### config.mk
export PLATFORM = sky130hd
export DESIGN_NAME = fst_tx
export DESIGN_NICKNAME = d
export VERILOG_FILES = /design/src/rtl/fst_pkg.sv /design/src/rtl/fst_hold.sv /design/src/rtl/fst_seq.sv /design/src/rtl/fst_tx.sv
export SDC_FILE = /design/constraint.sdc
export NUM_CORES = 1
export LEC_CHECK = 0
export BUFFER_PORTS_ARGS = -buffer_cell sky130_fd_sc_hd__buf_2
export CAP_MARGIN = 20
export CORE_UTILIZATION = 53
export CTS_BUF_LIST = sky130_fd_sc_hd__clkbuf_16
export CTS_CLUSTER_SIZE = 10
export DETAILED_ROUTE_END_ITERATION = 6
export PLACE_DENSITY = 0.8
export SYNTH_ARGS = -nofsm -noshare
export SYNTH_HDL_FRONTEND = slang
export SYNTH_HIERARCHICAL = 1
export SYNTH_SLANG_ARGS = --single-unit
export TNS_END_PERCENT = 100
### constraint.sdc
create_clock -name clk -period 4.75 [get_ports clk]
set_clock_uncertainty 0.15 [all_clocks]
set_input_delay 0.475 -clock clk [delete_from_list [all_inputs] [get_ports clk]]
set_output_delay 0.475 -clock clk [all_outputs]
set_load 0.1 [all_outputs]
### src/rtl/fst_pkg.sv
package fst_pkg;
    localparam int DATA_W = 32;
    localparam int CNT_W  = 7;
    localparam int LEN_W  = 3;
    localparam int POS_W  = $clog2(DATA_W) + 1;
    localparam int IDX_W  = $clog2(DATA_W);

    typedef enum logic [1:0] {
        ST_IDLE  = 2'd0,
        ST_DELAY = 2'd1,
        ST_SHIFT = 2'd2
    } fst_state_e;

    // Word length in bits for a length code.
    function automatic logic [POS_W-1:0] len_bits(input logic [LEN_W-1:0] code);
        case (code)
            3'd0:    return POS_W'(8);
            3'd1:    return POS_W'(12);
            3'd2:    return POS_W'(16);
            3'd3:    return POS_W'(20);
            3'd4:    return POS_W'(24);
            default: return POS_W'(32);
        endcase
    endfunction

    // Bit to send at position idx of a word of length len.
    function automatic logic bit_at(input logic [DATA_W-1:0] w,
                                    input logic [POS_W-1:0]  len,
                                    input logic [POS_W-1:0]  idx,
                                    input logic              lsb);
        logic [POS_W-1:0] k;
        if (lsb && (len == POS_W'(8))) k = idx;
        else                           k = len - POS_W'(1) - idx;
        return w[k[IDX_W-1:0]];
    endfunction
endpackage

### src/rtl/fst_hold.sv
module fst_hold
    import fst_pkg::*;
(
    input  logic              clk,
    input  logic              rst_n,
    input  logic              wr_en,
    input  logic [DATA_W-1:0] wr_data,
    input  logic              take,
    output logic [DATA_W-1:0] hold_data,
    output logic              ready,
    output logic              ready_pulse,
    output logic              underflow
);
    typedef struct packed {
        logic [DATA_W-1:0] data;
        logic              rdy;
        logic              pls;
        logic              unf;
    } hold_s;

    hold_s q, d;

    always_comb begin
        d     = q;
        d.pls = 1'b0;
        if (take) begin
            d.rdy = 1'b1;
            d.pls = ~q.rdy;
            if (q.rdy) d.unf = 1'b1;
        end
        if (wr_en) begin
            d.data = wr_data;
            d.rdy  = 1'b0;
        end
    end

    always_ff @(posedge clk or negedge rst_n) begin
        if (!rst_n) begin
            q.data <= '0;
            q.rdy  <= 1'b1;
            q.pls  <= 1'b0;
            q.unf  <= 1'b0;
        end else begin
            q <= d;
        end
    end

    assign hold_data   = q.data;
    assign ready       = q.rdy;
    assign ready_pulse = q.pls;
    assign underflow   = q.unf;

    AST_WRITE_CLEARS: assert property (@(posedge clk) disable iff (!rst_n)
        wr_en |=> !ready);
    AST_TAKE_SETS: assert property (@(posedge clk) disable iff (!rst_n)
        (take && !wr_en) |=> ready);
    AST_UNDERFLOW_STICKY: assert property (@(posedge clk) disable iff (!rst_n)
        underflow |=> underflow);
endmodule

### src/rtl/fst_seq.sv
module fst_seq
    import fst_pkg::*;
(
    input  logic              clk,
    input  logic              rst_n,
    input  logic              bit_tick,
    input  logic              fsync,
    input  logic              tx_hold,
    input  logic              cfg_dual,
    input  logic [CNT_W-1:0]  cfg_cnt_a,
    input  logic [CNT_W-1:0]  cfg_cnt_b,
    input  logic [LEN_W-1:0]  cfg_len_a,
    input  logic [LEN_W-1:0]  cfg_len_b,
    input  logic [1:0]        cfg_delay,
    input  logic              cfg_ignore,
    input  logic              cfg_lsb_first,
    input  logic [DATA_W-1:0] hold_data,
    output logic              take,
    output logic              sdata
);
    typedef struct packed {
        fst_state_e        state;
        logic              phase;
        logic [CNT_W-1:0]  wcnt;
        logic [POS_W-1:0]  pos;
        logic [1:0]        dly;
        logic [DATA_W-1:0] word;
        logic              fs_prev;
        logic              sd;
    } seq_s;

    seq_s q, d;

    logic [POS_W-1:0] cur_len;
    logic [CNT_W-1:0] cur_cnt;
    logic             fs_edge;
    logic [1:0]       del_eff;
    logic             last_word;
    logic             go_frame, go_word, nph;
    logic [CNT_W-1:0] nwc;

    assign cur_len   = len_bits(q.phase ? cfg_len_b : cfg_len_a);
    assign cur_cnt   = q.phase ? cfg_cnt_b : cfg_cnt_a;
    assign fs_edge   = fsync & ~q.fs_prev;
    assign del_eff   = (cfg_delay == 2'd3) ? 2'd2 : cfg_delay;
    assign last_word = (q.wcnt == cur_cnt) && (q.phase || !cfg_dual);

    always_comb begin
        d        = q;
        take     = 1'b0;
        go_frame = 1'b0;
        go_word  = 1'b0;
        nph      = q.phase;
        nwc      = q.wcnt;
        if (bit_tick) d.fs_prev = fsync;
        if (tx_hold) begin
            d.state = ST_IDLE;
            d.sd    = 1'b0;
            d.pos   = '0;
        end else if (bit_tick) begin
            unique case (q.state)
                ST_IDLE: begin
                    if (fs_edge) go_frame = 1'b1;
                end
                ST_DELAY: begin
                    if (fs_edge && !cfg_ignore) go_frame = 1'b1;
                    else if (q.dly == 2'd0) begin
                        go_word = 1'b1;
                        nph     = 1'b0;
                        nwc     = '0;
                    end else d.dly = q.dly - 2'd1;
                end
                ST_SHIFT: begin
                    if (q.pos == cur_len) begin
                        if (last_word) begin
                            if (fs_edge) go_frame = 1'b1;
                            else begin
                                d.state = ST_IDLE;
                                d.sd    = 1'b0;
                            end
                        end else if (fs_edge && !cfg_ignore) go_frame = 1'b1;
                        else if (q.wcnt == cur_cnt) begin
                            go_word = 1'b1;
                            nph     = 1'b1;
                            nwc     = '0;
                        end else begin
                            go_word = 1'b1;
                            nwc     = q.wcnt + CNT_W'(1);
                        end
                    end else if (fs_edge && !cfg_ignore) go_frame = 1'b1;
                    else begin
                        d.sd  = bit_at(q.word, cur_len, q.pos, cfg_lsb_first);
                        d.pos = q.pos + POS_W'(1);
                    end
                end
                default: d.state = ST_IDLE;
            endcase
            if (go_frame) begin
                if (del_eff == 2'd0) begin
                    go_word = 1'b1;
                    nph     = 1'b0;
                    nwc     = '0;
                end else begin
                    d.state = ST_DELAY;
                    d.dly   = del_eff - 2'd1;
                    d.sd    = 1'b0;
                    d.phase = 1'b0;
                end
            end
            if (go_word) begin
                d.state = ST_SHIFT;
                d.phase = nph;
                d.wcnt  = nwc;
                d.word  = hold_data;
                d.pos   = POS_W'(1);
                d.sd    = bit_at(hold_data, len_bits(nph ? cfg_len_b : cfg_len_a),
                                 '0, cfg_lsb_first);
                take    = 1'b1;
            end
        end
    end

    always_ff @(posedge clk or negedge rst_n) begin
        if (!rst_n) begin
            q.state   <= ST_IDLE;
            q.phase   <= 1'b0;
            q.wcnt    <= '0;
            q.pos     <= '0;
            q.dly     <= '0;
            q.word    <= '0;
            q.fs_prev <= 1'b0;
            q.sd      <= 1'b0;
        end else begin
            q <= d;
        end
    end

    assign sdata = q.sd;

    AST_HOLD_QUIET: assert property (@(posedge clk) disable iff (!rst_n)
        tx_hold |=> (sdata == 1'b0));
    AST_TICK_ONLY: assert property (@(posedge clk) disable iff (!rst_n)
        (!bit_tick && !tx_hold) |=> $stable(sdata));
    AST_POS_RANGE: assert property (@(posedge clk) disable iff (!rst_n)
        (q.state == ST_SHIFT) |-> (q.pos <= cur_len));
    AST_WCNT_RANGE: assert property (@(posedge clk) disable iff (!rst_n)
        (q.state == ST_SHIFT) |-> (q.wcnt <= cur_cnt));
    AST_TAKE_ON_TICK: assert property (@(posedge clk) disable iff (!rst_n)
        take |-> (bit_tick && !tx_hold));
endmodule

### src/rtl/fst_tx.sv
module fst_tx
    import fst_pkg::*;
(
    input  logic              clk,
    input  logic              rst_n,
    input  logic              bit_tick,
    input  logic              fsync,
    input  logic              tx_hold,
    input  logic              cfg_dual,
    input  logic [CNT_W-1:0]  cfg_cnt_a,
    input  logic [CNT_W-1:0]  cfg_cnt_b,
    input  logic [LEN_W-1:0]  cfg_len_a,
    input  logic [LEN_W-1:0]  cfg_len_b,
    input  logic [1:0]        cfg_delay,
    input  logic              cfg_ignore,
    input  logic              cfg_lsb_first,
    input  logic              cfg_loop,
    input  logic              rx_pin,
    input  logic              wr_en,
    input  logic [DATA_W-1:0] wr_data,
    output logic              ready,
    output logic              ready_pulse,
    output logic              underflow,
    output logic              sdata,
    output logic              rx_data
);
    logic              take;
    logic [DATA_W-1:0] hold_data;

    fst_hold u_hold (
        .clk         (clk),
        .rst_n       (rst_n),
        .wr_en       (wr_en),
        .wr_data     (wr_data),
        .take        (take),
        .hold_data   (hold_data),
        .ready       (ready),
        .ready_pulse (ready_pulse),
        .underflow   (underflow)
    );

    fst_seq u_seq (
        .clk           (clk),
        .rst_n         (rst_n),
        .bit_tick      (bit_tick),
        .fsync         (fsync),
        .tx_hold       (tx_hold),
        .cfg_dual      (cfg_dual),
        .cfg_cnt_a     (cfg_cnt_a),
        .cfg_cnt_b     (cfg_cnt_b),
        .cfg_len_a     (cfg_len_a),
        .cfg_len_b     (cfg_len_b),
        .cfg_delay     (cfg_delay),
        .cfg_ignore    (cfg_ignore),
        .cfg_lsb_first (cfg_lsb_first),
        .hold_data     (hold_data),
        .take          (take),
        .sdata         (sdata)
    );

    assign rx_data = cfg_loop ? sdata : rx_pin;

    AST_RX_IDLE_LOW: assert property (@(posedge clk) disable iff (!rst_n)
        (cfg_loop && tx_hold) |=> (rx_data == 1'b0 || !cfg_loop));
endmodule

### Word-level counts from Yosys, hierarchy flattened

Cells that the tools add are included.

| cells by class | value |
|---|---|
| eq/ne operators | 18 |
| $mul | 0 |
| order comparisons | 2 |
| muxes and demuxes | 96 |
| shift operators | 0 |
| add/sub/neg operators | 7 |
| bitwise operators | 4 |
| reductions and logical operators | 22 |
| div/mod/pow operators | 0 |

Operators by type and width:

| kind | count |
|---|---|
| $mux W7 | 9 |
| $pmux W6 S5 | 2 |
| $mux W5 | 10 |
| $mux W50 | 1 |
| $mux W1 | 43 |
| $mux W6 | 7 |
| $mux W32 | 1 |
| $mux W2 | 10 |
| $mux W16 | 1 |
| $mux W3 | 5 |
| $pmux W7 S2 | 1 |
| $eq A3 B2 Y1 const B | 4 |
| $eq A6 B4 Y1 const B | 2 |
| $lt A5 B6 Y1 const B | 2 |
| $bmux W1 S5 | 2 |
| $sub A5 B1 Y5 const B | 2 |
| $reduce_and A4 Y1 | 2 |
| $add A7 B1 Y7 const B | 1 |
| $eq A7 B7 Y1 | 1 |
| $add A6 B1 Y6 const B | 1 |
| $eq A3 B1 Y1 const B | 2 |
| $eq A3 B3 Y1 const B | 2 |
| $eq A6 B6 Y1 | 1 |
| $logic_not A2 Y1 | 3 |
| 20 further kinds | 34 |

| storage, ports and cells | value |
|---|---|
| output and inout bits | 5 |
| flip-flop bits (word level) | 87 |
| memories kept | 0 |
| bits in writable memories | 0 |
| latch bits | 0 |
| word-level logic and storage cells | 161 |
| ROM bits | 0 |

### Logic depth before layout (Yosys ltp)

| logic depth | value |
|---|---|
| depth in word-level cells | 29 |
| depth in mapped cells | 21 |
| mapped depth without buffers | 19 |

### By module

The synthesis kept the hierarchy.

By module, submodules not included:

| module | sequential area each (um^2) | cells an instance | times used | area an instance (um^2) |
|---|---|---|---|---|
| fst_seq | 1301.2 | 434 | 1 | 3837.4 |
| fst_hold | 877.1 | 74 | 1 | 1441.4 |
| fst_tx | 0.0 | 1 | 1 | 15.0 |

### Least setup slack after synthesis

OpenSTA, ideal clock, no wires.

| timing path | value |
|---|---|
| kind | flip-flop to flip-flop |
| start point | register u_seq/q[49] (netlist name) |
| end point | register u_seq.q, in the netlist u_seq/sdata |
| cell stages (with the launch flop) | 19 |
| clock period less this slack | 4.858 ns |
| data arrival time | 4.590 ns |
| setup slack | -0.108 ns |
| cell sequence | dfrtp_1 -> buf_6 -> clkbuf_1 -> nor2_1 -> a211oi_1 -> inv_1 -> ha_1 -> nand4_1 -> or4_4 -> a2111o_1 -> a211oi_2 -> mux2i_1 -> ha_1 -> mux4_2 -> mux2_2 -> o21a_1 -> a211oi_2 -> o32ai_1 -> a21o_1 |

| between the ends | value |
|---|---|
| word-level cells in the longest chain between the ends | 28 |
| elaborated cells on any way between the ends | 75 |
| those cells by class | add/sub (3); eq/ne (12); mux (54); reduce/logical (6) |

Ends and longest elaborated chain:

| item | line | source |
|---|---|---|
| start, declared | fst_seq.sv:32 | `seq_s q, d;` |
| branches (longest 25 deep; another with $pmux W6 S5) | -- |  |
| $mux W1 (*) | fst_seq.sv:110 | `if (go_word) begin` |
| $mux W1 (*) | fst_seq.sv:60 | `end else if (bit_tick) begin` |
| $mux W1 (*) | fst_seq.sv:56 | `if (tx_hold) begin` |

Mark *: on every way between the ends. The select of a mux whose other input is x is not followed.
A chain may end at the register's enable or synchronous reset.

### Worst setup path after layout

Ends and elaborated chain as after synthesis.

==> flow_metrics.tcl <==
set metrics [dict create \
    required_ps 4830 \
    place_ws_ps -133 \
    syn_avg_cell_area_um2 10.4 \
    clockBufferDepth 2 \
    clock_power_share_pct 32.9 \
    grt_use_total_pct 25.5 \
    period_minus_slack_ps 4700 \
    ir_drop_mv 0.231 \
    maxCapViolations 0 \
    finalPower_mw 2.07 \
    start_util_pct 54.4 \
    cp.arrival_ps 4780 \
    yosysWarnings 6 \
    gp_congestion 0.949 \
    p_per_area_nw_per_um2 334 \
    layout_common_cells "nand2_1, dfrtp_1, buf_2" \
    remaining_drc_errors 0 \
    vias 4288 \
    portBuffers 69 \
    synth_nets 586 \
    start_kind "flip-flop" \
    p_comb_share_pct 21.0 \
    setup_slack_ps 48.5 \
    seq_area_frac_synth_pct 41.1 \
    insertion_delay_ps 340 \
    antenna_cells 0 \
    grt_pass1_vias 4299 \
    tightest_slew_ps 992 \
    drt_iter0_markers 256 \
    place_area_um2 5780 \
    cts_made_buffers 9 \
    dp_hpwl_um 8710 \
    synthArstFlopShare_pct 100 \
    crit_type "reg -> reg" \
    numClockSinks 87 \
    fp.coreArea_um2 9730 \
    htreeDepth 3 \
    grt_max_degree 88 \
    hold_path.class "in -> reg" \
    cts_tree "yes" \
    p_leak_nw 2.95 \
    status "finished, final reports clean" \
    chipHeight_um 102 \
    rsz0062_at_grt "yes" \
    wl_per_cell_um 17.0 \
    dr.pass1.iters 5 \
    power_frac_seq_pct 46.1 \
    grt_pass1_wl_um 20300 \
    syn_inst 509 \
    via_per_inst 5.90 \
    layout_commonest_cell "nand2_1" \
    num_io_pins 70 \
    p_int_mw 1.45 \
    synthDistinctLibCells 63 \
    sw_frac_of_total_pct 30.0 \
    hold_viol_final 0 \
    critPathMaxFanout 6 \
    fin_crit_sh_pct 99.0 \
    setup_violations 0 \
    postRouteAntennaNets 0 \
    clock-root-buffer "clkbuf_16" \
    max_freq_mhz 213 \
    finalInstanceArea_um2 6190 \
    drt-total-wl_um 12300 \
    std_cell_rows 36 \
    synthesis.area_um2 5290 \
    synth_edf_count 0 \
    clkSlewWorstSetupHoldPaths_ps 70 \
    synthFlopType "dfrtp_1" \
    synthToLayoutAreaGrowth_pct 16.9 \
    ys_ff_latch 87 \
    endpoint_kind "flip-flop" \
    fin_nets 666 \
    die_w_um 102 \
    relSlewSlack_pct 33.9 \
    grt-ovfl-total 0 \
    antenna_found_initial 0 \
    finalSetupTns_ps 0 \
    drive_gt1_share_pct 31.3 \
    slew_violations 0 \
    die-area_um2 10400 \
    power.switching_mw 0.619 \
]
-- Yosys cell counts (3+ instances only) --
library cell | n | area [um^2]
nand2_1 | 119 | 447
dfrtp_1 | 86 | 2150
mux2_4 | 30 | 450
o21ai_0 | 21 | 105
a21oi_1 | 20 | 100
mux4_2 | 18 | 405
inv_1 | 17 | 63.8
nor2_1 | 16 | 60.1
mux2i_1 | 14 | 140
nand3_1 | 14 | 70.1
mux2_2 | 13 | 146
ha_1 | 11 | 138
clkbuf_1 | 10 | 37.5
nor3_1 | 8 | 40.0
o31ai_1 | 8 | 60.1
a211oi_1 | 7 | 52.6
a22o_1 | 7 | 61.3
xor2_1 | 7 | 61.3
nor2b_1 | 6 | 37.5
or2_2 | 5 | 31.3
nand2b_1 | 4 | 25.0
nor3b_1 | 4 | 30.0
a21o_1 | 3 | 22.5
and2_1 | 3 | 18.8
and3_1 | 3 | 18.8
buf_1 | 3 | 11.3
buf_12 | 3 | 60.1
buf_6 | 3 | 33.8
nor4_1 | 3 | 18.8
-- timing repair --
action | 4_1_cts | 5_1_grt
buffers inserted | 0 | 4
hold endpoints to repair | 0 | 12
endpoints found under the setup margin | 1 | 1
gates resized for setup | 2 | 7
pin swaps | 0 | 4
hold buffers | 0 | 1
-- power by group through the flow --
stage / combinational [mW] / sequential [mW] / clock, mW
floorplan: 0.313 / 0.931 / 0
global placement: 0.399 / 0.953 / 0
detailed placement: 0.420 / 0.962 / 0
CTS: 0.425 / 0.949 / 0.693
global route: 0.480 / 0.966 / 0.718
finish: 0.434 / 0.951 / 0.680
-- state kept, by name, indices dropped and copies added, names as in the netlist --
signal / count
u_hold/ready_pulse: 1
u_seq/sdata: 1
u_hold/hold_data: 32
u_seq/q: 51
u_hold/ready: 1
u_hold/underflow: 1
-- metal layers --
layer  global-route usage (%)  up-vias  wire length [um]
met5                        0        -                 0
met4                     11.6        0               350
met3                     4.10       34               583
met2                     45.0      165              6360
met1                     30.8     2109              5050
li1                         -     1980                 -
-- through the flow --
stage                     hold slack (ps)  util (%)  cells
after floorplan                      29.4         -    509
after global placement                285      59.4    705
after detailed placement              309      59.4    705
after CTS                             199      62.3    721
after global routing                  206      63.6    727
final                                 207      63.6    727
-- path summary, 6_finish.rpt --
| path | startpoint | to | slack, ps | depth (start not counted) |
|---|---|---|---|---|
| worst max-delay path | u_seq/q[49] | u_seq/sdata | 50 | 18 |
| worst min-delay path | wr_data[22] | u_hold/hold_data[22] | 210 | 2 |
| worst max register to register | u_seq/q[49] | u_seq/sdata | 50 | 18 |
| worst min register to register | u_hold/hold_data[26] | u_seq/q[28] | 320 | 2 |
| max in group asynchronous | rst_n | u_hold/ready | 3430 | 3 |
| min in group asynchronous | rst_n | u_seq/q[43] | 390 | 2 |
-- cell type report --
class / count / area (um^2)
inverter: 18 / 67.6
timing repair buffer: 90 / 528
tap: 133 / 166
multi-input combinational: 383 / 2970
clock inverter: 7 / 53.8
fill: 770 / 3540
sequential: 87 / 2180
clock buffer: 9 / 225
-- logic make-up (layout without fill, tap and decap cells) --
kind of cell	count (synthesis)	count (layout)	synth area share (%)
multiplexers	75	75	21.6
flip-flops	87	87	41.1
AO/OA/AOI/OAI	89	89	11.4
XOR/XNOR	10	10	1.80
buffers and inverters	39	124	4.21
AND/OR/NAND/NOR	197	197	16.9
adder cells (fa/ha/maj)	12	12	2.98
-- critical path, stage by stage, from the launching register on --
cell and delay, ps:
dfrtp_2 420, nor3_2 70, a21o_1 170, a211oi_2 230, inv_1 120, ha_4 280
nand4_1 90, or4_4 470, a2111o_1 400, a211oi_2 250, buf_4 200, mux2i_4 270
ha_4 240, mux4_2 300, mux2_4 290, o21a_1 110, a211oi_2 200, o32ai_1 120
a21o_1 200
Note: power is estimated with default switching activity, not from simulation.
